File: config.mk
export PLATFORM = sky130hd
export DESIGN_NAME = decade_divider
export DESIGN_NICKNAME = d
export VERILOG_FILES = /design/src/rtl/decade_divider.sv
export SDC_FILE = /design/constraint.sdc
export NUM_CORES = 1
export LEC_CHECK = 0
export CORE_AREA = 5 5 42 44
export DETAILED_ROUTE_END_ITERATION = 6
export DIE_AREA = 0 0 47 49
export DONT_BUFFER_PORTS = 1
export HOLD_SLACK_MARGIN = 0.12
export PLACE_DENSITY = 0.64
export SLEW_MARGIN = 10
export SYNTH_ARGS = -nofsm -noshare
export SYNTH_HDL_FRONTEND = slang
export SYNTH_SLANG_ARGS = --single-unit
File: constraint.sdc
create_clock -name clk -period 1.85 [get_ports clk]
set_clock_uncertainty 0.1 [all_clocks]
set_input_delay 0 -clock clk [delete_from_list [all_inputs] [get_ports clk]]
set_output_delay 0 -clock clk [all_outputs]
set_load 0.005 [all_outputs]
File: src/rtl/decade_divider.sv
module decade_divider #(
  parameter int SYNC_STAGES = 2
) (
  input  logic       clk,
  input  logic       rst,
  input  logic [1:0] mode,
  input  logic       cnt_a,
  input  logic       cnt_b,
  output logic [3:0] q
);
  localparam logic [1:0] MODE_BCD = 2'b00;
  localparam logic [1:0] MODE_BIQ = 2'b01;
  localparam int         PREV     = SYNC_STAGES;

  logic [SYNC_STAGES:0] sync_a, sync_b;
  logic                 armed, q0_prev, q3_prev;
  logic                 bit0;
  logic [2:0]           quin;

  always_ff @(posedge clk or posedge rst)
    if (rst) begin
      sync_a <= '0;
      sync_b <= '0;
      armed  <= 1'b0;
    end else begin
      sync_a <= {sync_a[SYNC_STAGES-1:0], cnt_a};
      sync_b <= {sync_b[SYNC_STAGES-1:0], cnt_b};
      armed  <= 1'b1;
    end

  wire fall_a  = sync_a[PREV] & ~sync_a[PREV-1];
  wire fall_b  = sync_b[PREV] & ~sync_b[PREV-1];
  wire q0_fall = q0_prev & ~bit0;
  wire q3_fall = q3_prev & ~quin[2];

  wire step_a = armed & ((mode == MODE_BIQ) ? q3_fall : fall_a);
  wire step_b = armed & ((mode == MODE_BCD) ? q0_fall : fall_b);

  always_ff @(posedge clk or posedge rst)
    if (rst) begin
      bit0    <= 1'b0;
      quin    <= 3'd0;
      q0_prev <= 1'b0;
      q3_prev <= 1'b0;
    end else begin
      q0_prev <= bit0;
      q3_prev <= quin[2];
      if (step_a) bit0 <= ~bit0;
      if (step_b) quin <= (quin == 3'd4) ? 3'd0 : quin + 3'd1;
    end

  assign q = {quin, bit0};

  AST_RESET_CLEARS: assert property (@(posedge clk) rst |-> q == 4'd0);

  AST_QUIN_SEQUENCE: assert property (@(posedge clk) disable iff (rst)
    (!$past(rst) && !$stable(q[3:1])) |->
      q[3:1] == (($past(q[3:1]) == 3'd4) ? 3'd0 : $past(q[3:1]) + 3'd1));

  AST_BCD_CARRY: assert property (@(posedge clk) disable iff (rst)
    (!$past(rst) && !$past(rst, 2) && $past(mode) == MODE_BCD && !$stable(q[3:1])) |->
      ($past(q[0], 2) && !$past(q[0])));

  AST_BIQ_CARRY: assert property (@(posedge clk) disable iff (rst)
    (!$past(rst) && !$past(rst, 2) && $past(mode) == MODE_BIQ && !$stable(q[0])) |->
      ($past(q[3], 2) && !$past(q[3])));

  AST_EXT_Q0_SOURCE: assert property (@(posedge clk) disable iff (rst)
    (!$past(rst) && $past(mode[1]) && !$stable(q[0])) |-> !$past(q3_fall) || $past(fall_a));
endmodule

==> results of run 1 <==
==> synthesized netlist by cell type <==
master / number / share of area, %
mux2_4: 2 / 5.9
or2_0: 1 / 1.2
ha_1: 2 / 4.9
nand2b_1: 1 / 1.2
a21oi_1: 1 / 0.98
buf_4: 1 / 1.5
nand2b_4: 1 / 2.7
nor3b_1: 1 / 1.5
nor4b_2: 1 / 2.9
xnor2_1: 1 / 1.7
inv_1: 4 / 2.9
conb_1: 1 / 0.73
o21ai_0: 4 / 3.9
a31oi_1: 1 / 1.2
and3b_1: 1 / 1.7
dfrtp_1: 13 / 64
nor2b_1: 1 / 1.2
==> cell type report <==
class                   count  area [sq um]  area share (%)
clock buffers               4          26.3            4.31
flip-flops and latches     13           327            53.6
multi-input cells          19           171            28.1
inverters                   4          15.0            2.46
well taps                  16          20.0            3.29
repair buffers              5          50.0            8.21
==> metal layers <==
layer  global-route usage, %  share of wire [%]
met5                       0                  0
met4                    5.53                2.5
met3                    5.54                8.8
met2                    12.0                 45
met1                    9.20                 43
==> per-stage QoR <==
stage	instance area [sq um]	cells	hold WS [ns]
after floorplan	510	37	-0.223
after global placement	523	52	-0.180
after detailed placement	523	52	-0.167
after CTS	609	62	0.138
after global routing	609	61	0.139
final	609	61	0.0584
==> timing repair <==
item,4_1_cts,5_1_grt
setup endpoints to repair,0,1
hold buffers,6,0
buffers inserted,0,0
gates resized for setup,0,3
hold endpoints to repair,16,0
==> worst max-delay path, stage by stage <==
cell and delay (ns):
dlygate4sd3_1 0.58, or2_0 0.24, a31oi_1 0.24, nand2b_4 0.20
mux2_4 0.30
==> registers in the layout, indices dropped and copies added (netlist names) <==
name     flops
q0_prev      1
armed        1
bit0         1
sync_a       3
q3_prev      1
quin         3
sync_b       3
==> cell families (layout without fill, tap and decap cells) <==
kind of cell               Yosys count  after routing  share of synthesized area, %
adders and majority gates            2              2                          4.90
and+or+nand+nor                      7              7                          12.5
muxes                                2              2                          5.88
xor gates and xnor gates             1              1                          1.72
DFF                                 13             13                          63.7
other                                1              1                         0.735
AOI/OAI and AO/OA                    6              6                          6.13
buffers and inverters                5             13                          4.41
==> power by group through the flow <==
stage,clock (mW),sequential [mW],combinational (mW)
finish,0.167,0.434,0.166
global route,0.195,0.448,0.190
CTS,0.179,0.431,0.168
detailed placement,0,0.437,0.152
global placement,0,0.430,0.142
floorplan,0,0.413,0.146
==> cells in the final DEF (no fill, tap or decap) <==
| master | Yosys | routed |
|---|---|---|
| nand2b_1 | 1 | 1 |
| nor2b_1 | 1 | 1 |
| xnor2_1 | 1 | 1 |
| inv_1 | 4 | 4 |
| clkbuf_4 | 0 | 3 |
| dfrtp_1 | 13 | 12 |
| o21ai_1 | 0 | 1 |
| dfrtp_2 | 0 | 1 |
| nor4b_4 | 0 | 1 |
| nand2b_4 | 1 | 1 |
| a21oi_1 | 1 | 1 |
| and3b_1 | 1 | 1 |
| conb_1 | 1 | 1 |
| o21ai_0 | 4 | 3 |
| dlygate4sd3_1 | 0 | 5 |
| clkbuf_1 | 0 | 1 |
| a31oi_1 | 1 | 1 |
| nor3b_1 | 1 | 1 |
| or2_0 | 1 | 1 |
| mux2_4 | 2 | 2 |
| ha_1 | 2 | 2 |
==> worst max path at each step <==
stage	start	slack [ns]	end
2_1_floorplan	bit0$_DFFE_PP0P_	0.52	quin[0]$_DFFE_PP0P_
3_3_place_gp	bit0$_DFFE_PP0P_	0.46	quin[1]$_DFFE_PP0P_
3_5_place_dp	bit0$_DFFE_PP0P_	0.38	quin[0]$_DFFE_PP0P_
4_1_cts	bit0$_DFFE_PP0P_	0.01	quin[2]$_DFFE_PP0P_
5_1_grt	mode[0]	0.24	quin[0]$_DFFE_PP0P_
6_report	mode[0]	0.34	quin[0]$_DFFE_PP0P_
==> metrics.yaml, run 1 <==
outcome: "complete, no violations"
final_core_util_pct: 43.5
area_growth_pct: 19.4
p_clk_share_pct: 21.8
routed_wl_um: 747
grt_overflow_total: 0
hp-class: "primary input to flip-flop"
synthesis.area_sq_um: 510
numCtsBuffers: 3
relSlewSlack_pct: 62.9
gp_congestion: 0.732
cp.arrival_ns: 1.56
max_freq_ghz: 0.662
vdd.ir_drop.worst_v: 0.000599
syn_avg_cell_area_sq_um: 13.8
rrSetupSlack_ns: 0.40
hold_violations: 0
r2r_end: "quin[0]$_DFFE_PP0P_"
worstHoldPathCells: 4
synth-seq-cells: 13
cts.sinks: 13
min_from: "mode[1]"
die_area_sq_um: 2300
wire_per_inst_um: 12.2
p_leak_nw: 0.287
rows: 14
core_area_sq_um: 1400
power_mw: 0.767
start_util_pct: 36.4
dp_hpwl_um: 555
maxCapViolations: 0
fin_crit_ns: 1.51
drtPass1Iterations: 1
synthDistinctLibCells: 17
cts_root_buf: "clkbuf_4"
cts_max_path_buffers: 2
hold_end: "quin[2]$_DFFE_PP0P_"
swShare_pct: 28.9
viasPerCell: 4.49
finalWorstSetupSlack_ns: 0.340
cts_max_level: 1
ant_nets: 0
rr_worst_depth: 4
portBuffers: 0
setup-tns-final_ns: 0
cellInternalPower_mw: 0.546
path_class: "primary input to flip-flop"
pre_cts_ws_ns: 0.381
rsz0062_at_grt: "false"
worst_pin_slew_ns: 0.555
dr_total_vias: 274
grt_pass1_wl_um: 1320
setup_viol: 0
crit_fanout: 3
drv_slew: 0
clock_latency_ns: 0.27
crit_path_start_kind: "primary input"
layout-drive-gt1-share_pct: 17.8
r2r_start: "bit0$_DFFE_PP0P_"
drc: 0
grt_max_degree: 14
antenna_found_initial: 0
io_pins: 10
p_comb_share_pct: 21.7
die_x_um: 47
required_ns: 1.90
clkTransAtPathRegs_ns: 0.07
seq_area_frac_synth_pct: 63.7
antenna_cells: 0
syn_inst: 37
worst_setup_path_end_kind: "flip-flop"
grt_pass1_vias: 322
nFillCells: 143
syn-num-nets: 45
cts_tree: "done"
seqPwrFrac_pct: 56.6
die-height_um: 49
ys_warn_count: 0
finalCritPeriodShare_pct: 81.6
power.density_nw_per_um2: 1260
num-nets-final: 54
p_sw_mw: 0.222
drt_iter0_markers: 0
grt.total_usage_pct: 8.57
(Power assumes the default switching activity.)
==> run 2: changes to the inputs <==
--- a/config.mk
+++ b/config.mk
@@ -5,12 +5,13 @@
 export SDC_FILE = /design/constraint.sdc
 export NUM_CORES = 1
 export LEC_CHECK = 0
-export CORE_AREA = 5 5 42 44
+export ABC_AREA = 1
+export CORE_MARGIN = 5
+export CORE_UTILIZATION = 40
 export DETAILED_ROUTE_END_ITERATION = 6
-export DIE_AREA = 0 0 47 49
 export DONT_BUFFER_PORTS = 1
 export HOLD_SLACK_MARGIN = 0.12
-export PLACE_DENSITY = 0.64
+export PLACE_DENSITY = 0.67
 export SLEW_MARGIN = 10
 export SYNTH_ARGS = -nofsm -noshare
 export SYNTH_HDL_FRONTEND = slang
==> constraint.sdc (replaced) <==
create_clock -name clk -period 1.3 [get_ports clk]
set_clock_uncertainty 0.1 [all_clocks]
set_input_delay 0 -clock clk [delete_from_list [all_inputs] [get_ports clk]]
set_output_delay 0 -clock clk [all_outputs]
set_load 0.005 [all_outputs]
==> run 2 against run 1 <==
Worst setup slack got worse by 0.23 ns. Worst hold slack better by 0.12 ns. Via count rose by 45%. Non-clock buffer count increased by 1. Count of clock-buffer cells in the layout is 1 lower. Global-route usage grew 1.8 points. Routed wire length increased by 14%.
==> metrics.yaml, run 2 <==
outcome: "complete, no violations"
dpl_cell_area_sq_um: 566  # +8.1%
async_flop_share_pct: 100  # unchanged
synth_top_area_share_pct: 58.7  # -5.0 points
yosys-top-cells-count: "nand2_1, dfrtp_1, inv_1"
synthesis.area_sq_um: 554  # +8.6%
hp-class: "primary input to flip-flop"
synthDistinctLibCells: 13  # -4
gp_congestion: 0.725  # -0.94%
io_pins: 10  # unchanged
p_sw_mw: 0.361  # +63%
cellInternalPower_mw: 0.715  # +31%
synth_top_family_by_area: "simple AND/OR/NAND/NOR gates"
hold_violations: 0  # unchanged
clock_latency_ns: 0.28  # about the same
synth_xor_area_share_pct: 0  # -1.7 points
setup_viol: 0  # unchanged
cts_root_buf: "clkbuf_4"
p_comb_share_pct: 23.3  # +1.6 points
path_class: "flip-flop to flip-flop"
layout-drive-gt1-share_pct: 14.1  # -3.7 points
dp_hpwl_um: 596  # +7.4%
power_mw: 1.08  # +40%
muxShareOfSynthArea_pct: 0  # -5.9 points
swShare_pct: 33.5  # +4.6 points
met2_usage_pct: 16.3  # +4.3 points
final_core_util_pct: 50.5  # +7.0 points
drv_slew: 0  # unchanged
viasPerCell: 4.63  # +3.0%
maxCapViolations: 0  # unchanged
grt_pass1_vias: 396  # +23%
rsz0062_at_grt: "false"
portBuffers: 0  # unchanged
die_x_um: 47.2  # +0.48%
syn_avg_cell_area_sq_um: 8.94  # -35%
vdd.ir_drop.worst_v: 0.000673  # +12%
p_clk_share_pct: 22.6  # +0.8 points
grt_max_degree: 14  # unchanged
numCtsBuffers: 3  # unchanged
hold_ws_ns: 0.179  # +0.121 ns
max_freq_ghz: 0.837
antenna_found_initial: 0  # unchanged
cp.arrival_ns: 1.31  # -0.25 ns
start_util_pct: 42.6  # +6.2 points
required_ns: 1.42  # -0.48 ns
synth_top_area_cell: "dfrtp_1"
drtPass1Iterations: 4  # +3
worst_setup_path_end_kind: "flip-flop"
seqPwrFrac_pct: 54.1  # -2.5 points
drt_iter0_markers: 17  # +17
finalWorstSetupSlack_ns: 0.106  # -0.234 ns
dp.cells: 76  # +46%
final_cells: 86  # +41%
num-nets-final: 80  # +48%
synth-compound-area-share_pct: 0.903  # -5.2 points
synth_edf_count: 0  # unchanged
synth.top_cells.by_area: "dfrtp_1, nand2_1, inv_1"
finalCritPeriodShare_pct: 91.9
crit_fanout: 5  # +2
drc: 0  # unchanged
yosysMostFrequentCell: "nand2_1"
seq_area_frac_synth_pct: 58.7  # -5.0 points
cts.sinks: 13  # unchanged
cts_max_path_buffers: 2  # unchanged
die-height_um: 47.2  # -3.6%
reg_top3: "quin: 3 flops, sync_a: 3 flops, sync_b: 3 flops"
ys_warn_count: 0  # unchanged
grt_pass1_wl_um: 1520  # +15%
power.density_nw_per_um2: 1640  # +30%
yosys.area_share.simple_pct: 26.4  # +14 points
crit_path_start_kind: "flip-flop"
cts_max_level: 1  # unchanged
syn-num-nets: 70  # +56%
cts_tree: "done"
dr_total_vias: 398  # +45%
core_area_sq_um: 1300  # -7.1%
synthAdderAreaFrac_pct: 4.51  # -0.39 points
use_met1_pct: 10.5  # +1.3 points
grt.total_usage_pct: 10.3  # +1.8 points
ant_nets: 0  # unchanged
clkTransAtPathRegs_ns: 0.08  # about the same
busiest_layer: "met2"
routed_wl_um: 851  # +14%
final_cell_mix: "nand2_1, dfrtp_1, inv_1"
synth-main-ff-cell: "dfrtp_1"
rows: 13  # -1
area_growth_pct: 18.5
antenna_cells: 0  # unchanged
fin_crit_ns: 1.19
grt_overflow_total: 0  # unchanged
setup-tns-final_ns: 0  # unchanged
pre_cts_ws_ns: 0.105  # -0.275 ns
syn_inst: 62  # +68%
synth-seq-cells: 13  # unchanged
p_leak_nw: 0.345  # +20%
wire_per_inst_um: 9.90  # -19%
nFillCells: 120  # -16%
design_area_sq_um: 657  # +7.8%
use_met3_pct: 3.45  # -2.1 points
final_common_cell: "nand2_1"
die_area_sq_um: 2230  # -3.2%
## run 2: what timing repair did
action / CTS / global route
endpoints found under the setup margin: 0 / 14
hold buffers: 6 / 0
resized for setup: 0 / 1
setup buffers: 0 / 0
endpoints found under the hold margin: 19 / 0
## run 2: worst max-delay path: stages (launching register included)
cell     delay, ns
dfrtp_1       0.42
inv_1         0.06
ha_1          0.21
nor2_1        0.10
nor2_1        0.05
nor2_1        0.08
nand2_1       0.06
nand2_1       0.06
## run 2: final timing paths
kind,startpoint,endpoint,slack (ns),depth (start not counted)
setup / recovery,quin[0]$_DFFE_PP0P_,quin[2]$_DFFE_PP0P_,0.11,7
hold / removal,cnt_b,sync_b[0]$_DFF_PP0_,0.18,1
setup reg to reg,quin[0]$_DFFE_PP0P_,quin[2]$_DFFE_PP0P_,0.11,7
hold reg to reg,sync_a[0]$_DFF_PP0_,sync_a[1]$_DFF_PP0_,0.25,0
max in group asynchronous,rst,quin[2]$_DFFE_PP0P_,0.31,3
min in group asynchronous,rst,sync_a[0]$_DFF_PP0_,0.60,3
## run 2: cells by family (layout without fill, tap and decap cells)
kind of cell,count (synthesis),after routing
AO/OA/AOI/OAI,1,1
adder cells (fa/ha/maj),2,2
buffers and inverters,12,21
flip-flops,13,13
other,1,1
AND/OR/NAND/NOR,33,33
## run 2: power groups by stage
stage	registers [mW]	clock network, mW	logic [mW]
finish	0.582	0.243	0.250
global route	0.601	0.267	0.293
CTS	0.587	0.254	0.254
detailed placement	0.596	0	0.229
global placement	0.594	0	0.221
floorplan	0.571	0	0.212
## run 2: area by class of cell
cell class	instances	area, sq um	share of cell area, %
clock buffers	3	22.5	3.43
clock inverters	1	5.00	0.762
flip-flops and latches	13	325	49.5
inverters	11	45.0	6.86
well taps	15	18.8	2.86
multi-input cells	37	180	27.4
repair buffers	6	60.1	9.14
## run 2: metal layers
layer	vias to the layer above	wire (um)
li1	202	-
met1	180	341
met2	11	396
met3	5	74
met4	0	38
met5	-	0
